<file path="src/rtl/busseq_pkg.sv">
package busseq_pkg;

    typedef enum logic [2:0] {
        K_FETCH = 3'd0,
        K_MRD   = 3'd1,
        K_MWR   = 3'd2,
        K_IORD  = 3'd3,
        K_IOWR  = 3'd4
    } kind_e;

    typedef enum logic [2:0] {
        ST_IDLE,
        ST_T1,
        ST_T2,
        ST_T3,
        ST_T4
    } tstate_e;

    localparam logic [2:0] KIND_LAST = 3'd4;

    function automatic logic kind_reads(input kind_e k);
        return (k == K_FETCH) || (k == K_MRD) || (k == K_IORD);
    endfunction

    function automatic logic kind_writes(input kind_e k);
        return (k == K_MWR) || (k == K_IOWR);
    endfunction

    function automatic logic kind_port(input kind_e k);
        return (k == K_IORD) || (k == K_IOWR);
    endfunction

endpackage

</file>
<file path="src/rtl/tstate_fsm.sv">
module tstate_fsm
    import busseq_pkg::*;
(
    input  logic    clk,
    input  logic    rst_n,
    input  logic    accept,
    input  logic    fetch_q,
    output tstate_e state,
    output logic    phase,
    output logic    done
);

    tstate_e state_nx;
    logic    done_nx;

    always_ff @(posedge clk or negedge rst_n) begin
        if (!rst_n) begin
            state <= ST_IDLE;
            phase <= 1'b0;
            done  <= 1'b0;
        end else begin
            state <= state_nx;
            phase <= (state_nx == ST_IDLE) ? 1'b0 : (state == ST_IDLE ? 1'b0 : ~phase);
            done  <= done_nx;
        end
    end

    always_comb begin
        state_nx = state;
        done_nx  = 1'b0;
        unique case (state)
            ST_IDLE: if (accept) state_nx = ST_T1;
            ST_T1:   if (phase) state_nx = ST_T2;
            ST_T2:   if (phase) state_nx = ST_T3;
            ST_T3:   if (phase) begin
                         if (fetch_q) begin
                             state_nx = ST_T4;
                         end else begin
                             state_nx = ST_IDLE;
                             done_nx  = 1'b1;
                         end
                     end
            ST_T4:   if (phase) begin
                         state_nx = ST_IDLE;
                         done_nx  = 1'b1;
                     end
            default: state_nx = ST_IDLE;
        endcase
    end

endmodule

</file>
<file path="src/rtl/req_capture.sv">
module req_capture
    import busseq_pkg::*;
#(
    parameter int          ADDR_W   = 16,
    parameter int          DATA_W   = 8,
    parameter logic [15:0] PC_RESET = 16'h0000
) (
    input  logic              clk,
    input  logic              rst_n,
    input  logic              accept,
    input  kind_e             kind_in,
    input  logic [ADDR_W-1:0] addr_in,
    input  logic [DATA_W-1:0] wdata_in,
    input  logic [DATA_W-1:0] ad_in,
    input  tstate_e           state,
    input  logic              phase,
    output kind_e             kind_q,
    output logic [ADDR_W-1:0] addr_q,
    output logic [DATA_W-1:0] wdata_q,
    output logic [ADDR_W-1:0] pc,
    output logic [DATA_W-1:0] rdata,
    output logic [DATA_W-1:0] ir
);

    localparam int HI_W = ADDR_W - DATA_W;

    logic bump_evt;
    logic cap_evt;

    assign bump_evt = (state == ST_T2) && !phase && (kind_q == K_FETCH);
    assign cap_evt  = (state == ST_T3) && phase && kind_reads(kind_q);

    always_ff @(posedge clk or negedge rst_n) begin
        if (!rst_n) begin
            kind_q  <= K_FETCH;
            addr_q  <= '0;
            wdata_q <= '0;
            pc      <= PC_RESET[ADDR_W-1:0];
            rdata   <= '0;
            ir      <= '0;
        end else begin
            if (accept) begin
                kind_q  <= kind_in;
                wdata_q <= wdata_in;
                if (kind_in == K_FETCH)
                    addr_q <= pc;
                else if (kind_port(kind_in))
                    addr_q <= {{(HI_W-DATA_W){1'b0}}, addr_in[DATA_W-1:0], addr_in[DATA_W-1:0]};
                else
                    addr_q <= addr_in;
            end
            if (bump_evt)
                pc <= pc + 1'b1;
            if (cap_evt) begin
                rdata <= ad_in;
                if (kind_q == K_FETCH)
                    ir <= ad_in;
            end
        end
    end

endmodule

</file>
<file path="src/rtl/pin_encode.sv">
module pin_encode
    import busseq_pkg::*;
#(
    parameter int ADDR_W = 16,
    parameter int DATA_W = 8
) (
    input  tstate_e           state,
    input  logic              phase,
    input  kind_e             kind_q,
    input  logic [ADDR_W-1:0] addr_q,
    input  logic [DATA_W-1:0] wdata_q,
    output logic [DATA_W-1:0] addr_hi,
    output logic [DATA_W-1:0] ad_out,
    output logic              ad_oe,
    output logic              ale,
    output logic              io_m,
    output logic              s1,
    output logic              s0,
    output logic              rd_n,
    output logic              wr_n
);

    logic strobe_win;

    always_comb begin
        addr_hi    = '0;
        ad_out     = '0;
        ad_oe      = 1'b0;
        ale        = 1'b0;
        io_m       = 1'b0;
        s1         = 1'b0;
        s0         = 1'b0;
        rd_n       = 1'b1;
        wr_n       = 1'b1;
        strobe_win = 1'b0;
        if (state != ST_IDLE) begin
            addr_hi = addr_q[ADDR_W-1:DATA_W];
            io_m    = kind_port(kind_q);
            s1      = kind_reads(kind_q);
            s0      = kind_writes(kind_q) || (kind_q == K_FETCH);
        end
        unique case (state)
            ST_IDLE: ;
            ST_T1: begin
                ale    = !phase;
                ad_out = addr_q[DATA_W-1:0];
                ad_oe  = 1'b1;
            end
            ST_T2, ST_T3: begin
                strobe_win = 1'b1;
                if (kind_writes(kind_q)) begin
                    ad_out = wdata_q;
                    ad_oe  = 1'b1;
                end
            end
            ST_T4: ;
            default: ;
        endcase
        rd_n = !(strobe_win && kind_reads(kind_q));
        wr_n = !(strobe_win && kind_writes(kind_q));
    end

endmodule

</file>
<file path="src/rtl/bus_cycle_seq.sv">
module bus_cycle_seq
    import busseq_pkg::*;
#(
    parameter int          ADDR_W   = 16,
    parameter int          DATA_W   = 8,
    parameter logic [15:0] PC_RESET = 16'h0000
) (
    input  logic              clk,
    input  logic              rst_n,
    input  logic              req_valid,
    input  logic [2:0]        req_kind,
    input  logic [ADDR_W-1:0] req_addr,
    input  logic [DATA_W-1:0] req_wdata,
    input  logic [DATA_W-1:0] ad_in,
    output logic [DATA_W-1:0] addr_hi,
    output logic [DATA_W-1:0] ad_out,
    output logic              ad_oe,
    output logic              ale,
    output logic              io_m,
    output logic              s1,
    output logic              s0,
    output logic              rd_n,
    output logic              wr_n,
    output logic [DATA_W-1:0] rdata,
    output logic [DATA_W-1:0] ir,
    output logic [ADDR_W-1:0] pc,
    output logic              busy,
    output logic              done
);

    tstate_e           state;
    logic              phase;
    logic              accept;
    kind_e             kind_q;
    logic [ADDR_W-1:0] addr_q;
    logic [DATA_W-1:0] wdata_q;

    assign busy   = (state != ST_IDLE);
    assign accept = req_valid && !busy && (req_kind <= KIND_LAST);

    tstate_fsm u_fsm (
        .clk     (clk),
        .rst_n   (rst_n),
        .accept  (accept),
        .fetch_q (kind_q == K_FETCH),
        .state   (state),
        .phase   (phase),
        .done    (done)
    );

    req_capture #(
        .ADDR_W   (ADDR_W),
        .DATA_W   (DATA_W),
        .PC_RESET (PC_RESET)
    ) u_cap (
        .clk      (clk),
        .rst_n    (rst_n),
        .accept   (accept),
        .kind_in  (kind_e'(req_kind)),
        .addr_in  (req_addr),
        .wdata_in (req_wdata),
        .ad_in    (ad_in),
        .state    (state),
        .phase    (phase),
        .kind_q   (kind_q),
        .addr_q   (addr_q),
        .wdata_q  (wdata_q),
        .pc       (pc),
        .rdata    (rdata),
        .ir       (ir)
    );

    pin_encode #(
        .ADDR_W (ADDR_W),
        .DATA_W (DATA_W)
    ) u_pins (
        .state   (state),
        .phase   (phase),
        .kind_q  (kind_q),
        .addr_q  (addr_q),
        .wdata_q (wdata_q),
        .addr_hi (addr_hi),
        .ad_out  (ad_out),
        .ad_oe   (ad_oe),
        .ale     (ale),
        .io_m    (io_m),
        .s1      (s1),
        .s0      (s0),
        .rd_n    (rd_n),
        .wr_n    (wr_n)
    );

endmodule

</file>
<file path="config.mk">
export PLATFORM = sky130hd
export DESIGN_NAME = bus_cycle_seq
export DESIGN_NICKNAME = d
export VERILOG_FILES = /design/src/rtl/busseq_pkg.sv /design/src/rtl/tstate_fsm.sv /design/src/rtl/req_capture.sv /design/src/rtl/pin_encode.sv /design/src/rtl/bus_cycle_seq.sv
export SDC_FILE = /design/constraint.sdc
export NUM_CORES = 1
export LEC_CHECK = 0
export CAP_MARGIN = 25
export CORE_MARGIN = 2
export CORE_UTILIZATION = 40
export DETAILED_ROUTE_END_ITERATION = 8
export HOLD_SLACK_MARGIN = 0.15
export PLACE_DENSITY = 0.73
export SLEW_MARGIN = 20
export SYNTH_ARGS = -nofsm -noshare
export SYNTH_HDL_FRONTEND = slang
export SYNTH_SLANG_ARGS = --single-unit
</file>
<file path="constraint.sdc">
create_clock -name clk -period 2 [get_ports clk]
set_input_delay 0.2 -clock clk [delete_from_list [all_inputs] [get_ports clk]]
set_output_delay 0.2 -clock clk [all_outputs]
set_load 0.05 [all_outputs]
</file>
# Yosys cells after proc, flatten, opt, wreduce, memory -nomap -nowiden
# Index checks and enable logic that the tools add are counted.
[totals] regBits=64 in_bits=38 out_inout_bits=57 wordCells=72
[classes] n_addsub=1 magnitude_cmp=1 eq_ne=10 n_mux=25 n_bitwise=1 reduce_logical=25
[op_table] operator="16-bit 2-to-1 mux" n=2
[op_table] operator="3-bit 2-to-1 mux" n=6
[op_table] operator="16-bit by 1-bit adder with 16-bit output (second input constant)" n=1
[op_table] operator="8-bit 2-to-1 mux" n=2
[op_table] operator="8-bit case mux with 2 select lines" n=1
[op_table] operator="3-bit by 2-bit equality test with 1-bit output (second input constant)" n=5
[op_table] operator="3-bit case mux with 5 select lines" n=1
[op_table] operator="3-bit logical NOT" n=4
[op_table] operator="1-bit 2-to-1 mux" n=11
[op_table] operator="3-bit equality test (second input constant)" n=3
[op_table] operator="1-bit logical AND" n=8
[op_table] operator="3-bit by 1-bit equality test with 1-bit output (second input constant)" n=2
[op_table] operator="1-bit logical OR" n=6
[op_table] operator="1-bit logical NOT" n=4
[op_table] operator="1-bit case mux with 2 select lines" n=2
[op_table] operator="3-bit less-or-equal comparator (second input constant)" n=1
[op_table] operator="3-bit nonzero test" n=1
[op_table] operator="2-bit AND reduction" n=1
[op_table] operator="2-bit OR reduction" n=1
[op_table] operator="1-bit NOT" n=1

# Logic depth before layout (Yosys ltp)
[logic_depth] word_depth=8 ltp_mapped=6 ltp_nobuf=5

# Hierarchy
# From an unflattened synthesis, not the netlist that was laid out.
[hier_totals] hier_cells=285 hier_area_um2=3255.6
[by_module_without_submodules] module="req_capture" instances=1 cells_each=231 area_per_inst_um2=2736.4 seq_area_each_um2=1476.4
[by_module_without_submodules] module="pin_encode" instances=1 cells_each=31 area_per_inst_um2=249.0 seq_area_each_um2=0.0
[by_module_without_submodules] module="tstate_fsm" instances=1 cells_each=19 area_per_inst_um2=234.0 seq_area_each_um2=125.1
[by_module_without_submodules] module="bus_cycle_seq" instances=1 cells_each=4 area_per_inst_um2=36.3 seq_area_each_um2=0.0

# Worst setup path before layout
# OpenSTA, ideal clock, no wires.
[synth_path] path_kind="register to output" start="register u_fsm.state[2]" end="output s0" arrival_ns=2.141 t_required_ns=1.800 path_slack_ns=-0.341 path_stages_with_launch=5 path_buffers=2 cell_sequence="dfrtp_1 -> clkbuf_1 -> nor3_1 -> clkbuf_1 -> a211oi_1"
[synth_via] elab_chain_cells=2
[synth_rtl] item="from (decl)" line_no="tstate_fsm.sv:8" source="output tstate_e state,"
[synth_rtl] item="from (signal assigned)" line_no="tstate_fsm.sv:22" source="state <= state_nx;"
[synth_rtl] item="3-bit nonzero test" line_no="pin_encode.sv:36" source="if (state != ST_IDLE) begin"
[synth_rtl] item="1-bit 2-to-1 mux" line_no="pin_encode.sv:36"
[synth_rtl] item="to (decl)" line_no="bus_cycle_seq.sv:21" source="output logic s0,"
# Every way passes these cells.

# Final worst setup path
[layout_path] start="register u_fsm.state[2]" end="output ad_out[4]"
[layout_via] elab_chain_cells=3 word_cells_on_any_way=5 classes_between="3 x eq/ne; 1 x mux; 1 x reduce/logical"
[layout_rtl] item="3-bit by 2-bit equality test with 1-bit output" line_no="pin_encode.sv:42" source="unique case (state)"
[layout_rtl] item="2-bit OR reduction" line_no="pin_encode.sv:42"
[layout_rtl] item="8-bit case mux with 2 select lines (*)" line_no="pin_encode.sv:42"
[layout_rtl] item="to (decl)" line_no="bus_cycle_seq.sv:16" source="output logic [DATA_W-1:0] ad_out,"
# Mark *: on every way between the ends. The rest lies on a longest branch, timed or not.

==> results.tsv <==
stage	metric	value	unit
global_routing	grt.total_usage	0.209	
logic_synthesis	ys.warnings.count	0	
logic_synthesis	synth_top_area_cell	dfrtp_1	
logic_synthesis	synthCells	293	
final_layout	diodes	0	
power_and_ir_drop	power_leakage	2.09	nW
critical_path	crit_buf_inv	4	
final_layout	area_growth	53.1	%
sta	fin_crit	1.98	ns
global_routing	antenna_found_initial	0	
critical_path	critical_path_class	flop to primary output	
die	die_w	91.3	um
logic_synthesis	synth-simple-area-share	0.202	
global_routing	grt_pass1_wl	13700	um
logic_synthesis	synth_mux_area_frac	0.115	
die	die_area	8340	um2
logic_synthesis	synthesis.nets	332	
placed_design	place_area	4320	um2
critical_path	crit_required	1.80	ns
routing	drcViolationCount	0	
routing	num_vias	2646	
routing	drtIter0Drc	205	
critical_path	critical-path-slowest-cell	dfrtp_1	
placed_design	io_buffers	94	
placed_design	globalplace.congestion	0.866	
sta	fin_crit_sh	0.992	
power_and_ir_drop	fin_total_pwr	7.84	mW
die	core_area	7330	um2
final_layout	fin_nets	450	
logic_synthesis	synth_edf_count	0	
sta	slew_headroom	0.658	
global_routing	grt_max_degree	65	
logic_synthesis	ys_ff_latch	64	
min_path	hold_path.class	input port to async pin	
logic_synthesis	synth.distinct_cells	38	
sta	fmax	504	MHz
logic_synthesis	synth_top_area_frac	0.525	
run_status	status	finished, final reports clean	
critical_path	endpoint_kind	primary output	
routing	vias_per_cell	5.14	
clock_network	clockRootBuffer	clkbuf_8	
clock_network	cts_buffer_depth	2	
critical_path	crit_fanout	7	
sta	finalHoldViolCount	0	
die	start_util	0.416	
logic_synthesis	yosys-top-cells-area	dfrtp_1, nand2_1, mux2_2	
placed_design	pre_cts_slack	0.102	ns
global_routing	grt_overflow	0	
sta	worstMarginPinSlew	0.505	ns
final_layout	fillers	558	
die	ioPinCount	95	
critical_path	critPathArrivalTime	1.78	ns
clock_network	cts.sink_count	64	
logic_synthesis	synth-compound-area-share	0.0787	
routing	drt_pass1_iterations	5	
power_and_ir_drop	pwr_density_cell	1680	nW/um2
sta	rsz0062_at_grt	yes	
final_layout	design_area	4670	um2
logic_synthesis	async_flop_share	1.00	
clock_network	h-tree-depth	3	
logic_synthesis	ys_seq_area_frac	0.525	
sta	fin_skew	0.00868	ns
logic_synthesis	syn-cell-area	3050	um2
power_and_ir_drop	peakVddDrop	0.000907	V
critical_path	cp_top_family	buffers and inverters	
logic_synthesis	synthAdderAreaFrac	0.00410	
run	drv_cap	0	
routing	routedWlPerCell	16.6	um
clock_network	clk_latency	0.35	ns
clock_network	cts_made_buffers	9	
critical_path	crit_path_frequent_cell	buf_6	
die	rows	31	
global_routing	grt_pass1_vias	2748	
placed_design	place_hpwl	5960	um
sta	holdWs	0.376	ns
logic_synthesis	synth-main-ff-cell	dfrtp_1	
die	fp.dieH	91.3	um
final_layout	drive_above_1_share	0.255	
logic_synthesis	synth-xor-area-share	0.0488	
sta	drv_slew	0	
critical_path	worstSetupStartpointType	flop	
sta	finalWorstSetupSlack	0.0164	ns
logic_synthesis	synth.avg_cell_area	10.4	um2
clock_network	cts_tree	yes	
critical_path	cp_cell_sequence	buf_6 -> nor2b_4 -> inv_2 -> nor3_4 -> buf_6 -> a22o_4 -> buf_12	
routing	wirelength	8560	um
clock_network	path_clk_slew	0.08	ns
critical_path	cpPeakStageDelay	0.41	ns
routing	antenna_left	0	
logic_synthesis	synth_top_family_by_area	simple AND/OR/NAND/NOR gates	
sta	setup_viol	0	
[registers in the layout, indices dropped and copies added (netlist names)]
register and cells:
u_cap.addr_q 16, u_cap.ir 8, u_cap.kind_q 3, u_cap.pc 16, u_cap.rdata 8, u_cap.wdata_q 8, u_fsm.done 1, u_fsm.phase 1
u_fsm.state 3
[synthesized netlist by cell type, drive strengths merged (2+ instances only)]
library cell and n:
o211ai 8, nand2 57, nor2 12, nor3 8, nand3b 2, dfrtp 64
nor2b 10, nand4 5, clkbuf 11, and3 4, o21ai 10, a21oi 2
nand2b 4, xnor2 11, xor2 6, mux2i 16, a22o 8, buf 4
inv 4, mux2 17, nand3 15, o22ai 2
[path summary, 6_finish.rpt]
check                                                   from                            to  slack [ns]  cells after the start
worst max-delay path                u_fsm.state[2]$_DFF_PN0_                     ad_out[4]        0.02                      7
worst min-delay path                                   rst_n  u_cap.addr_q[12]$_DFFE_PN0P_        0.38                      3
worst max register to register      u_fsm.state[2]$_DFF_PN0_      u_cap.pc[12]$_DFFE_PN0P_        0.05                      4
worst min register to register  u_cap.addr_q[14]$_DFFE_PN0P_  u_cap.addr_q[14]$_DFFE_PN0P_        0.50                      2
max in group asynchronous                              rst_n    u_cap.rdata[0]$_DFFE_PN0P_        1.33                      3
min in group clk                                req_wdata[6]  u_cap.wdata_q[6]$_DFFE_PN0P_        0.38                      3
[area by class of cell]
cell class / count / area (um2) / share of cell area
well taps: 99 / 124 / 0.0265
flip-flops and latches: 64 / 1600 / 0.343
repair buffers: 122 / 1250 / 0.267
clock buffers: 12 / 165 / 0.0353
multi-input cells: 210 / 1480 / 0.318
clock inverters: 4 / 33.8 / 0.00723
inverters: 4 / 15.0 / 0.00321
[cells in the final DEF, fill, tap and decap left out, types with 5 or more instances in the layout]
cell,n
a22o_4,8
buf_12,12
buf_4,36
clkbuf_8,12
clkdlybuf4s50_1,69
dfrtp_1,64
mux2_2,17
mux2i_1,16
nand2_1,57
nand3_1,15
nand4_1,5
nor2_1,12
nor2b_1,9
o211ai_1,8
o21ai_0,10
xnor2_1,10
xor2_1,6
[power by group]
part	internal (mW)	switching, mW	leakage [nW]
Sequential	1.77	0.330	0.820
Clock	0.563	0.542	0.0996
Combinational	1.85	2.78	1.17
[metal layers]
metal,track usage,up-vias,part of all wire
li1,-,1256,-
met1,0.284,1298,0.45
met2,0.332,77,0.49
met3,0.0349,15,0.040
met4,0.0896,0,0.020
met5,0,-,0
[repair_timing]
item | in CTS | in global routing
cloned | 1 | 0
setup buffers | 0 | 4
pin swaps | 1 | 1
setup endpoints to repair | 9 | 12
hold buffers | 1 | 0
endpoints found under the hold margin | 64 | 0
resized for setup | 11 | 9
[cells by family (layout without fill, tap and decap cells)]
| group | count (synthesis) | in the layout |
|---|---|---|
| xor+xnor | 17 | 17 |
| flops | 64 | 64 |
| fa+ha+maj | 1 | 1 |
| simple gates | 124 | 124 |
| compound gates | 35 | 35 |
| buf+inv | 19 | 142 |
| mux | 33 | 33 |
[worst register-to-register path: stages (launching register included)]
cell     delay, ns
dfrtp_1       0.41
or4b_4        0.58
or4_4         0.58
nor3_2        0.15
xor2_1        0.16
[per-stage QoR]
step / std cells / setup TNS [ns] / util
after CTS: 511 / -0.0666 / 0.624
after global routing: 515 / -0.130 / 0.637
after floorplan: 293 / 0 / -
after detailed placement: 493 / 0 / 0.589
final: 515 / 0 / 0.637
after global placement: 493 / 0 / 0.589
Power figures use the tool's default switching activity.
